[config.mk]
export PLATFORM = sky130hd
export DESIGN_NAME = shift_ctl_top
export DESIGN_NICKNAME = d
export VERILOG_FILES = /design/src/rtl/shift_ctl_pkg.sv /design/src/rtl/shift_ctl_decode.sv /design/src/rtl/shift_ctl_barrel.sv /design/src/rtl/shift_ctl_resmux.sv /design/src/rtl/shift_ctl_top.sv
export SDC_FILE = /design/constraint.sdc
export NUM_CORES = 1
export LEC_CHECK = 0
export ABC_AREA = 1
export CAP_MARGIN = 30
export CORE_MARGIN = 2
export CORE_UTILIZATION = 40
export DETAILED_ROUTE_END_ITERATION = 7
export PLACE_DENSITY = 0.72
export SYNTH_ARGS = -nofsm -noshare
export SYNTH_HDL_FRONTEND = slang
export SYNTH_SLANG_ARGS = --single-unit
[constraint.sdc]
create_clock -name vclk -period 3
set_clock_uncertainty 0.05 [all_clocks]
set_input_delay 0.45 -clock vclk [all_inputs]
set_output_delay 0.45 -clock vclk [all_outputs]
set_load 0.02 [all_outputs]
[src/rtl/shift_ctl_pkg.sv]
package shift_ctl_pkg;

  localparam logic [5:0] OP_RTYPE = 6'b000000;
  localparam logic [5:0] OP_LOAD  = 6'b100011;
  localparam logic [5:0] OP_STORE = 6'b101011;
  localparam logic [5:0] OP_BEQ   = 6'b000100;

  localparam logic [5:0] FN_ADD = 6'b100000;
  localparam logic [5:0] FN_SUB = 6'b100010;
  localparam logic [5:0] FN_AND = 6'b100100;
  localparam logic [5:0] FN_OR  = 6'b100101;
  localparam logic [5:0] FN_SLT = 6'b101010;
  localparam logic [5:0] FN_SHL = 6'b000000;
  localparam logic [5:0] FN_SHR = 6'b000010;

  typedef enum logic [2:0] {
    ALU_AND = 3'b000,
    ALU_OR  = 3'b001,
    ALU_ADD = 3'b010,
    ALU_SUB = 3'b110,
    ALU_SLT = 3'b111
  } alu_op_e;

  typedef struct packed {
    logic    reg_write;
    logic    reg_dst;
    logic    alu_src;
    alu_op_e alu_ctl;
    logic    branch;
    logic    mem_write;
    logic    mem_to_reg;
    logic    shift_left;
    logic    shift_sel;
  } ctl_word_t;

  localparam ctl_word_t CTL_NONE = '{
    reg_write: 1'b0, reg_dst: 1'b0, alu_src: 1'b0, alu_ctl: ALU_AND,
    branch: 1'b0, mem_write: 1'b0, mem_to_reg: 1'b0,
    shift_left: 1'b0, shift_sel: 1'b0
  };

endpackage

[src/rtl/shift_ctl_decode.sv]
module shift_ctl_decode
  import shift_ctl_pkg::*;
(
  input  logic [5:0] opcode_i,
  input  logic [5:0] funct_i,
  output ctl_word_t  ctl_o
);

  ctl_word_t rtype_w;

  // Register-register rows, selected by the function field.
  always_comb begin
    rtype_w           = CTL_NONE;
    rtype_w.reg_write = 1'b1;
    rtype_w.reg_dst   = 1'b1;
    unique case (funct_i)
      FN_ADD:  rtype_w.alu_ctl = ALU_ADD;
      FN_SUB:  rtype_w.alu_ctl = ALU_SUB;
      FN_AND:  rtype_w.alu_ctl = ALU_AND;
      FN_OR:   rtype_w.alu_ctl = ALU_OR;
      FN_SLT:  rtype_w.alu_ctl = ALU_SLT;
      FN_SHL: begin
        rtype_w.alu_ctl    = ALU_ADD;
        rtype_w.shift_sel  = 1'b1;
        rtype_w.shift_left = 1'b1;
      end
      FN_SHR: begin
        rtype_w.alu_ctl   = ALU_ADD;
        rtype_w.shift_sel = 1'b1;
      end
      default: rtype_w = CTL_NONE;
    endcase
  end

  always_comb begin
    ctl_o = CTL_NONE;
    unique case (opcode_i)
      OP_RTYPE: ctl_o = rtype_w;
      OP_LOAD: begin
        ctl_o.reg_write  = 1'b1;
        ctl_o.alu_src    = 1'b1;
        ctl_o.alu_ctl    = ALU_ADD;
        ctl_o.mem_to_reg = 1'b1;
      end
      OP_STORE: begin
        ctl_o.mem_write = 1'b1;
        ctl_o.alu_src   = 1'b1;
        ctl_o.alu_ctl   = ALU_ADD;
      end
      OP_BEQ: begin
        ctl_o.branch  = 1'b1;
        ctl_o.alu_ctl = ALU_SUB;
      end
      default: ctl_o = CTL_NONE;
    endcase
  end

  always_comb begin

    shift_row_chk: assert (!ctl_o.shift_sel ||
      (ctl_o.reg_write && ctl_o.reg_dst && !ctl_o.mem_write &&
       !ctl_o.branch && !ctl_o.mem_to_reg && !ctl_o.alu_src));

    dir_gate_chk: assert (!ctl_o.shift_left || ctl_o.shift_sel);

    excl_path_chk: assert ($onehot0({ctl_o.mem_to_reg, ctl_o.mem_write,
                                     ctl_o.branch, ctl_o.shift_sel}));

    store_nowrite_chk: assert (!ctl_o.mem_write || !ctl_o.reg_write);
  end

endmodule

[src/rtl/shift_ctl_barrel.sv]
module shift_ctl_barrel #(
  parameter int WIDTH = 32,
  localparam int CNT_W = $clog2(WIDTH)
) (
  input  logic [WIDTH-1:0] din_i,
  input  logic [CNT_W-1:0] cnt_i,
  input  logic             left_i,
  output logic [WIDTH-1:0] dout_o
);

  logic [WIDTH-1:0] stage [0:CNT_W];

  assign stage[0] = din_i;

  for (genvar k = 0; k < CNT_W; k++) begin : g_stage
    localparam int STEP = 1 << k;
    logic [WIDTH-1:0] moved;
    always_comb begin
      if (left_i) moved = stage[k] << STEP;
      else        moved = stage[k] >> STEP;
    end
    assign stage[k+1] = cnt_i[k] ? moved : stage[k];
  end

  assign dout_o = stage[CNT_W];

  always_comb begin

    zero_count_chk: assert (cnt_i != '0 || dout_o == din_i);

    left_fill_chk: assert (!left_i || cnt_i == '0 || !dout_o[0]);

    right_fill_chk: assert (left_i || cnt_i == '0 || !dout_o[WIDTH-1]);
  end

endmodule

[src/rtl/shift_ctl_resmux.sv]
module shift_ctl_resmux #(
  parameter int WIDTH = 32
) (
  input  logic             sel_shift_i,
  input  logic [WIDTH-1:0] shift_i,
  input  logic [WIDTH-1:0] alu_i,
  output logic [WIDTH-1:0] res_o
);

  always_comb begin
    if (sel_shift_i) res_o = shift_i;
    else             res_o = alu_i;
  end

  always_comb begin

    alu_pass_chk: assert (sel_shift_i || res_o == alu_i);
  end

endmodule

[src/rtl/shift_ctl_top.sv]
module shift_ctl_top
  import shift_ctl_pkg::*;
#(
  parameter int DATA_W = 32,
  localparam int SHAMT_W = $clog2(DATA_W)
) (
  input  logic [5:0]         opcode_i,
  input  logic [5:0]         funct_i,
  input  logic [SHAMT_W-1:0] shamt_i,
  input  logic [DATA_W-1:0]  src_val_i,
  input  logic [DATA_W-1:0]  alu_res_i,
  output logic               reg_write_o,
  output logic               reg_dst_o,
  output logic               alu_src_o,
  output logic [2:0]         alu_ctl_o,
  output logic               branch_o,
  output logic               mem_write_o,
  output logic               mem_to_reg_o,
  output logic               shift_left_o,
  output logic               shift_sel_o,
  output logic [DATA_W-1:0]  result_o
);

  ctl_word_t         ctl_w;
  logic [DATA_W-1:0] shifted_w;

  shift_ctl_decode u_decode (
    .opcode_i (opcode_i),
    .funct_i  (funct_i),
    .ctl_o    (ctl_w)
  );

  shift_ctl_barrel #(.WIDTH(DATA_W)) u_barrel (
    .din_i  (src_val_i),
    .cnt_i  (shamt_i),
    .left_i (ctl_w.shift_left),
    .dout_o (shifted_w)
  );

  shift_ctl_resmux #(.WIDTH(DATA_W)) u_resmux (
    .sel_shift_i (ctl_w.shift_sel),
    .shift_i     (shifted_w),
    .alu_i       (alu_res_i),
    .res_o       (result_o)
  );

  assign reg_write_o  = ctl_w.reg_write;
  assign reg_dst_o    = ctl_w.reg_dst;
  assign alu_src_o    = ctl_w.alu_src;
  assign alu_ctl_o    = ctl_w.alu_ctl;
  assign branch_o     = ctl_w.branch;
  assign mem_write_o  = ctl_w.mem_write;
  assign mem_to_reg_o = ctl_w.mem_to_reg;
  assign shift_left_o = ctl_w.shift_left;
  assign shift_sel_o  = ctl_w.shift_sel;

endmodule

==> flow_results.org, run 1 <==
** Yosys
- The largest total area in the synthesized netlist belongs to sky130_fd_sc_hd__nand2_1.
- Post-Synthesis Cells :: 799
- Sorting the synthesized cells by area gives the leading types as sky130_fd_sc_hd__nand2_1 36%, sky130_fd_sc_hd__nand3_1 22%, sky130_fd_sc_hd__nand4_1 8.7%.
- Yosys mapped the design onto 29 distinct sky130hd cell types.
- Count of warnings emitted by yosys :: 0
- Sequential cells were found to cover 0% of the synthesized design area.
- Counting every net in the synthesized netlist gives 880.
- Post-synthesis instance area :: 3690 sq um
- Post-synth top area share :: 35.9%
- After synthesis, the mean cell area works out to 4.61 sq um.

** Place
- Area post-placement :: 5400 sq um
- Half-perimeter wire length after placement :: 11.8 mm
- Counting tap cells, the placed design contains a total of 1,050 instances.
- Pre-CTS setup slack :: -769 ps
- Routability-driven placement finished with a final weighted congestion of 0.946.
- Port Buf Inserts :: 124

** Floorplanning
- Area of the core :: 9110 sq um
- From bottom edge to top edge, the die measures 100 microns.
- Width of the die :: 100 microns
- The floorplan step defined a die boundary enclosing 10000 sq um.
- Starting Density :: 40.5%
- Std cell rows :: 35
- IO Count :: 124

** Finish
- After filler insertion, the fill cell instance count of the layout stands at 766.
- Storage element area :: 0 sq um
- Once layout is done, the placed cells without fillers occupy 6520 sq um.
- The number of antenna diodes in the final layout is 0.
- Cells fill 71.6% of the core in the end.
- Number of nets in the layout :: 1,053
- Non-filler instance count after layout :: 1,081
- Relative to the synthesized area, the layout overhead comes to 77.0%.
- Sequential cell count of the final layout :: 0
- The library cell used most frequently in the layout, excluding fill and tap cells, is sky130_fd_sc_hd__nand2_1.
- Most used cells in the layout excluding fill and tap cells :: 312 x sky130_fd_sc_hd__nand2_1, 88 x sky130_fd_sc_hd__buf_4, 80 x sky130_fd_sc_hd__nand3_2
- Fraction of final layout cells with drive strength greater than 1 :: 35.2%
- Clock buffer count :: 0

** Setup path
- For this run, the slowest stage of the critical path takes 250 ps.
- STA classifies the critical path endpoint as an output port.
- Together, buffers and inverters on the worst path number 4.
- Broken down by cell family, the worst path's largest delay share belongs to simple AND/OR/NAND/NOR gates.
- Crit path kind :: primary input to output port
- The slowest stage of the critical path belongs to the cell sky130_fd_sc_hd__nor2_8.
- The worst setup path is launched from a primary input.
- Of all nets on the critical path, the largest fanout is 7.
- At the worst endpoint, the required time is 2500 ps.
- Sequence of cells on the critical path :: buf_6, nor2_4, buf_6, nand3_4, nor2_8, buf_6, nand2_1, nand3_2, nand2_1, nand2_1, nand4_1, nand3_2, nand2_2, nand2_2, a21oi_1, a21oi_1, buf_4
- Tracing the worst setup path back leads to its startpoint at opcode_i[5].
- STA puts the critical path data arrival time at 2520 ps.

** Drt
- The routed layout has 6,466 vias.
- Total wire length after detailed routing :: 17.8 mm
- Number of remaining DRC errors :: 9
- Dividing the detail-routed wire length by the instance count gives 16.4 microns.
- The count of nets left with antenna violations once routing finished came out at 0.
- The detailed router finished its first iteration with 865 violations.
- The pre-antenna-repair detailed-routing pass consisted of 8 iterations.
- Dividing the detail-routed via count by the number of cells gives 5.98.

** GRT
- For this run the aggregate overflow at the end of global routing stands at 0.
- Global routing used 31.9% of the available tracks across all layers.
- The initial antenna violation count was 0.
- The number of global-route vias before repair was 5,791.
- Pin count of the biggest net entering global routing :: 40
- Wire length of the first global-routing pass :: 26.9 mm

** Timing
- Period utilisation layout :: 101%
- The final max-slew violation count came to 0.
- Unrepaired setup endpoints after global routing :: true
- The final hold violation count is 0.
- Final worst-path setup slack :: -15.8 ps
- Post-layout minimum cycle time :: 3020 ps
- Hold_ws :: 1490 ps
- At the pin with the least slew margin, the transition time is 467 ps.
- Headroom to the max-slew limit :: 68.8%
- Derived from the worst setup path, the maximum achievable clock frequency is 0.332 GHz.
- Setup violations remaining at the end of the flow were counted as 2.

** Outcome
- The checks that failed: DRC, setup timing.
- The run finished, with violations left.

** Min path
- WHS Path Cells :: 4
- Min-Delay Endpoint :: result_o[2]
- In this run the most critical hold path is launched from alu_res_i[2].
- The worst hold path belongs to the class primary input to output port.

** Power and ir drop
- Peak ir drop on the vdd network :: 63.5 uV
- For this design the static power due to leakage is 3.26 nW.
- Power per cell area :: 127 nW/um^2

** Clock tree
- Hold-fix buffers, CTS :: 0

** Job
- Across the run, the number of max-cap violations was 0.
==> repair_timing <==
item / in CTS / in global routing
pin swaps: 58 / 89
resized for setup: 310 / 141
endpoints found under the setup margin: 34 / 32
setup buffers: 21 / 10
gates cloned: 5 / 0
==> where the power goes <==
group / internal, W / switching, W / total [W]
Clock: 0 / 0 / 0
Combinational: 0.000346 / 0.000482 / 0.000828
Sequential: 0 / 0 / 0
Total: 0.000346 / 0.000482 / 0.000828
==> logic make-up after synthesis <==
kind of cell / after synthesis / share of synthesized area (%)
buffers and inverters: 98 / 12.5
and+or+nand+nor: 636 / 78.5
AOI/OAI and AO/OA: 65 / 9.00
==> area by class of cell <==
class              instances  area (sq um)  area share [%]
multi-input cells        701          4020            61.7
repair buffers           223          2190            33.5
inverters                 46           174            2.67
well taps                111           139            2.13
==> through the flow <==
step	setup TNS, ps	total power, W
6_report	-23.2	0.000828
5_1_grt	-3080	0.000890
4_1_cts	-83.0	0.000731
3_5_place_dp	-23450	0.000681
3_3_place_gp	-22680	0.000681
2_1_floorplan	0	0.000378
==> cells in the mapped netlist (all sizes together) <==
cell type and n:
nand2 354, nand3 168, nand4 53, a21oi 52, nor2 52, inv 42, buf 35, clkbuf 17
o21ai 10, or2 5, clkinv 4, nor3 2, a31oi 1, nor4 1, o211ai 1, o21bai 1
or4 1
==> metal layers <==
metal | track usage [%] | routed length (microns) | vias up
li1 | - | - | 3015
met1 | 42.2 | 6770 | 2839
met2 | 53.2 | 8230 | 503
met3 | 4.60 | 1950 | 109
met4 | 10.5 | 826 | 0
met5 | 0 | 0 | -
==> worst min-delay path, cell delays in order <==
cell                              delay, ps
sky130_fd_sc_hd__clkdlybuf4s50_1        390
sky130_fd_sc_hd__nand2_1                 60
sky130_fd_sc_hd__nand2_1                 50
sky130_fd_sc_hd__buf_6                  130
==> how the worst max path moves through the flow <==
stage | depth (start not counted) | slack, ps | endpoint
finish | 17 | -20 | result_o[31]
global route | 16 | -140 | result_o[31]
CTS | 16 | -30 | result_o[25]
detailed placement | 16 | -770 | result_o[9]
global placement | 15 | -760 | result_o[10]
floorplan | 14 | 380 | result_o[30]
Power figures use the tool's default switching activity.
==> run 2: changes to the inputs <==
REMOVE_ABC_BUFFERS = 1   (was default)
==> run 2 against run 1 <==
Net effect:
- the run now ends clean
- power shrank 5.9%
- worst setup slack gained 83 ps
- core utilization shrank 4.5 points
- routed wire length shrank 6.2%
- maximum frequency grew 2.8%
- cell area shrank 6.3%
- worst hold slack gained 2.2 ps
- critical endpoint is now result_o[19]
- largest power group unchanged
- highest routed layer unchanged
==> flow_results.org, run 2 (same netlist as run 1, synthesis figures left out) <==
** Timing
- Based on the critical path, the design can be clocked at up to 0.341 GHz.
- In the post-route analysis, the smallest setup slack over all paths is 67.4 ps.
- The final max-slew violation count came to 0.
- Headroom to the max-slew limit :: 74.3%
- Setup violations remaining at the end of the flow were counted as 0.
- The tightest hold path in the finished design has a slack of 1490 ps.
- For the finished layout, the period the worst path requires is 2930 ps.
- At the pin with the least slew margin, the transition time is 385 ps.
- Setup repair after global routing could not meet its margin everywhere.
- The final hold violation count came to 0.
- In the finished design, the share of the clock period the worst path needs comes to 97.8%.

** Place
- Area post-placement :: 5420 sq um
- The HPWL after detailed placement is 11.6 mm.
- Port Buf Inserts :: 124
- GP Congestion :: 1.01
- Pre-CTS setup slack :: -777 ps

** Outcome
- Status :: complete, no violations

** Min path
- Tightest Hold Check Type :: primary input to output port

** Drt
- Average detailed-routed wire length per instance :: 15.6 microns
- In the detailed route, the total length drawn on met2 is 7.54 mm.
- First DRT Iteration DRCs :: 657
- Routed met1 length :: 6.59 mm
- Uppermost signal routing layer after detailed routing :: met4
- Total wire length after detailed routing :: 16.7 mm
- The first detailed-routing pass ran for 6 iterations.
- Number of vias per cell :: 5.80
- The routed design uses 1.68 mm of met3 wire.
- In the routed design, unresolved DRC markers number 0.
- The routed layout has 6,215 vias.
- The detail route stage leaves a number of antenna-violating nets equal to 0.

** Floorplanning
- Pin placement for this block handled 124 I/O pins.
- Height of the die :: 100 microns
- Area of the core :: 9110 sq um
- The floorplan step defined a die boundary enclosing 10000 sq um.
- Std cell rows :: 35
- The die is 100 microns wide.
- For this configuration, the core starts out at a cell density of 40.5%.

** Setup path
- Among all stages on the critical path, the largest delay is contributed by sky130_fd_sc_hd__nor2_4.
- STA puts the critical path data arrival time at 2430 ps.
- Crit path kind :: primary input to output port
- STA classifies the critical path endpoint as an output port.
- Worst Path Required :: 2500 ps
- Startpoint types :: primary input
- Maximum net fanout on the critical path :: 6
- Walking the worst path, the cells encountered are buf_8, nor2_4, nand2_2, nor2_4, nand2_4, nor2_4, buf_6, buf_6, nand4_1, nand3_2, nand2_1, nand3_2, nand2_1, nand3_2, nand2_1, a21oi_1, buf_4.
- The largest single stage delay on the critical path is 170 ps.

** GRT
- Entering global routing, the biggest net connects 30 pins.
- Initial antenna violation count :: 0
- Wire length of the first global-routing pass :: 25.7 mm
- Vias in the first global route :: 5,514
- For this run the aggregate overflow at the end of global routing stands at 0.
- Overall Global Routing Usage :: 30.4%

** Job
- MaxCap Viol Count :: 0

** Finish
- Fraction of final layout cells with drive strength greater than 1 :: 30.3%
- Most common cell after layout, fill and taps aside :: sky130_fd_sc_hd__nand2_1
- The finished cells cover 6120 sq um.
- In the layout the commonest cells are 313 x sky130_fd_sc_hd__nand2_1, 93 x sky130_fd_sc_hd__nand3_1, 89 x sky130_fd_sc_hd__buf_4.
- The final layout contains a sequential cell count of 0.
- Diode insertion count for antenna repair :: 0
- Clock buffer count :: 0
- Summing all flip-flop and latch instances after layout gives 0 sq um.
- Area growth from synthesis to layout :: 65.9%
- Number of nets in the layout :: 1,043
- Cells fill 67.1% of the core in the end.

** Power and ir drop
- Leak pwr :: 3.13 nW
- Cell Int Power :: 0.000331 W
- Logic pwr share :: 100.0%
- Of the total power, registers draw 0%.
- Dividing total power by cell area gives a power density of 127 nW/um^2.
- Summed over all nets, the switching power comes to 0.000448 W.
- Per report_power, the clock group accounts for 0% of the total.
- VDD sags by at most 78.5 uV.
- Net switching is 57.5% of the power.

** Clock tree
- Hold-fix buffers, CTS :: 0
## run 2: area by class of cell
cell class,count,area [sq um]
Timing Repair Buffer,213,2020
Inverter,46,174
Multi-Input combinational cell,701,3780
Tap cell,111,139
Fill cell,857,2990
## run 2: worst max-delay path: cells and delay by family
family                 cells  cell delay, ps
AND/OR/NAND/NOR           12            1320
buffers and inverters      4             500
AO/OA/AOI/OAI              1             150
## run 2: final timing paths
| kind | startpoint | slack [ps] | cells past startpoint | endpoint |
|---|---|---|---|---|
| setup / recovery | opcode_i[5] | 70 | 17 | result_o[19] |
| hold / removal | alu_res_i[18] | 1490 | 4 | result_o[18] |
## run 2: power groups by stage
stage / sequential [W] / clock, W / combinational [W]
after floorplan: 0 / 0 / 0.000355
after global placement: 0 / 0 / 0.000671
after detailed placement: 0 / 0 / 0.000673
after CTS: 0 / 0 / 0.000682
after global routing: 0 / 0 / 0.000842
final: 0 / 0 / 0.000779
## run 2: repair_timing
| item | in CTS | in global routing |
|---|---|---|
| endpoints found under the setup margin | 34 | 33 |
| resized for setup | 208 | 172 |
| pin swaps | 24 | 76 |
| gates cloned | 0 | 2 |
| buffers inserted | 6 | 9 |
## run 2: metal layers
| layer | global-route usage, % | vias to the layer above |
|---|---|---|
| li1 | - | 2986 |
| met5 | 0 | - |
| met1 | 40.9 | 2708 |
| met2 | 50.3 | 417 |
| met4 | 11.5 | 0 |
| met3 | 2.92 | 104 |
## run 2: through the flow
step / power, W / TNS (ps) / cells
global route: 0.000842 / -596 / 1071
detailed placement: 0.000673 / -23140 / 1054
finish: 0.000779 / 0 / 1071
global placement: 0.000671 / -21670 / 1054
floorplan: 0.000355 / -24050 / 747
CTS: 0.000682 / -3.77 / 1060
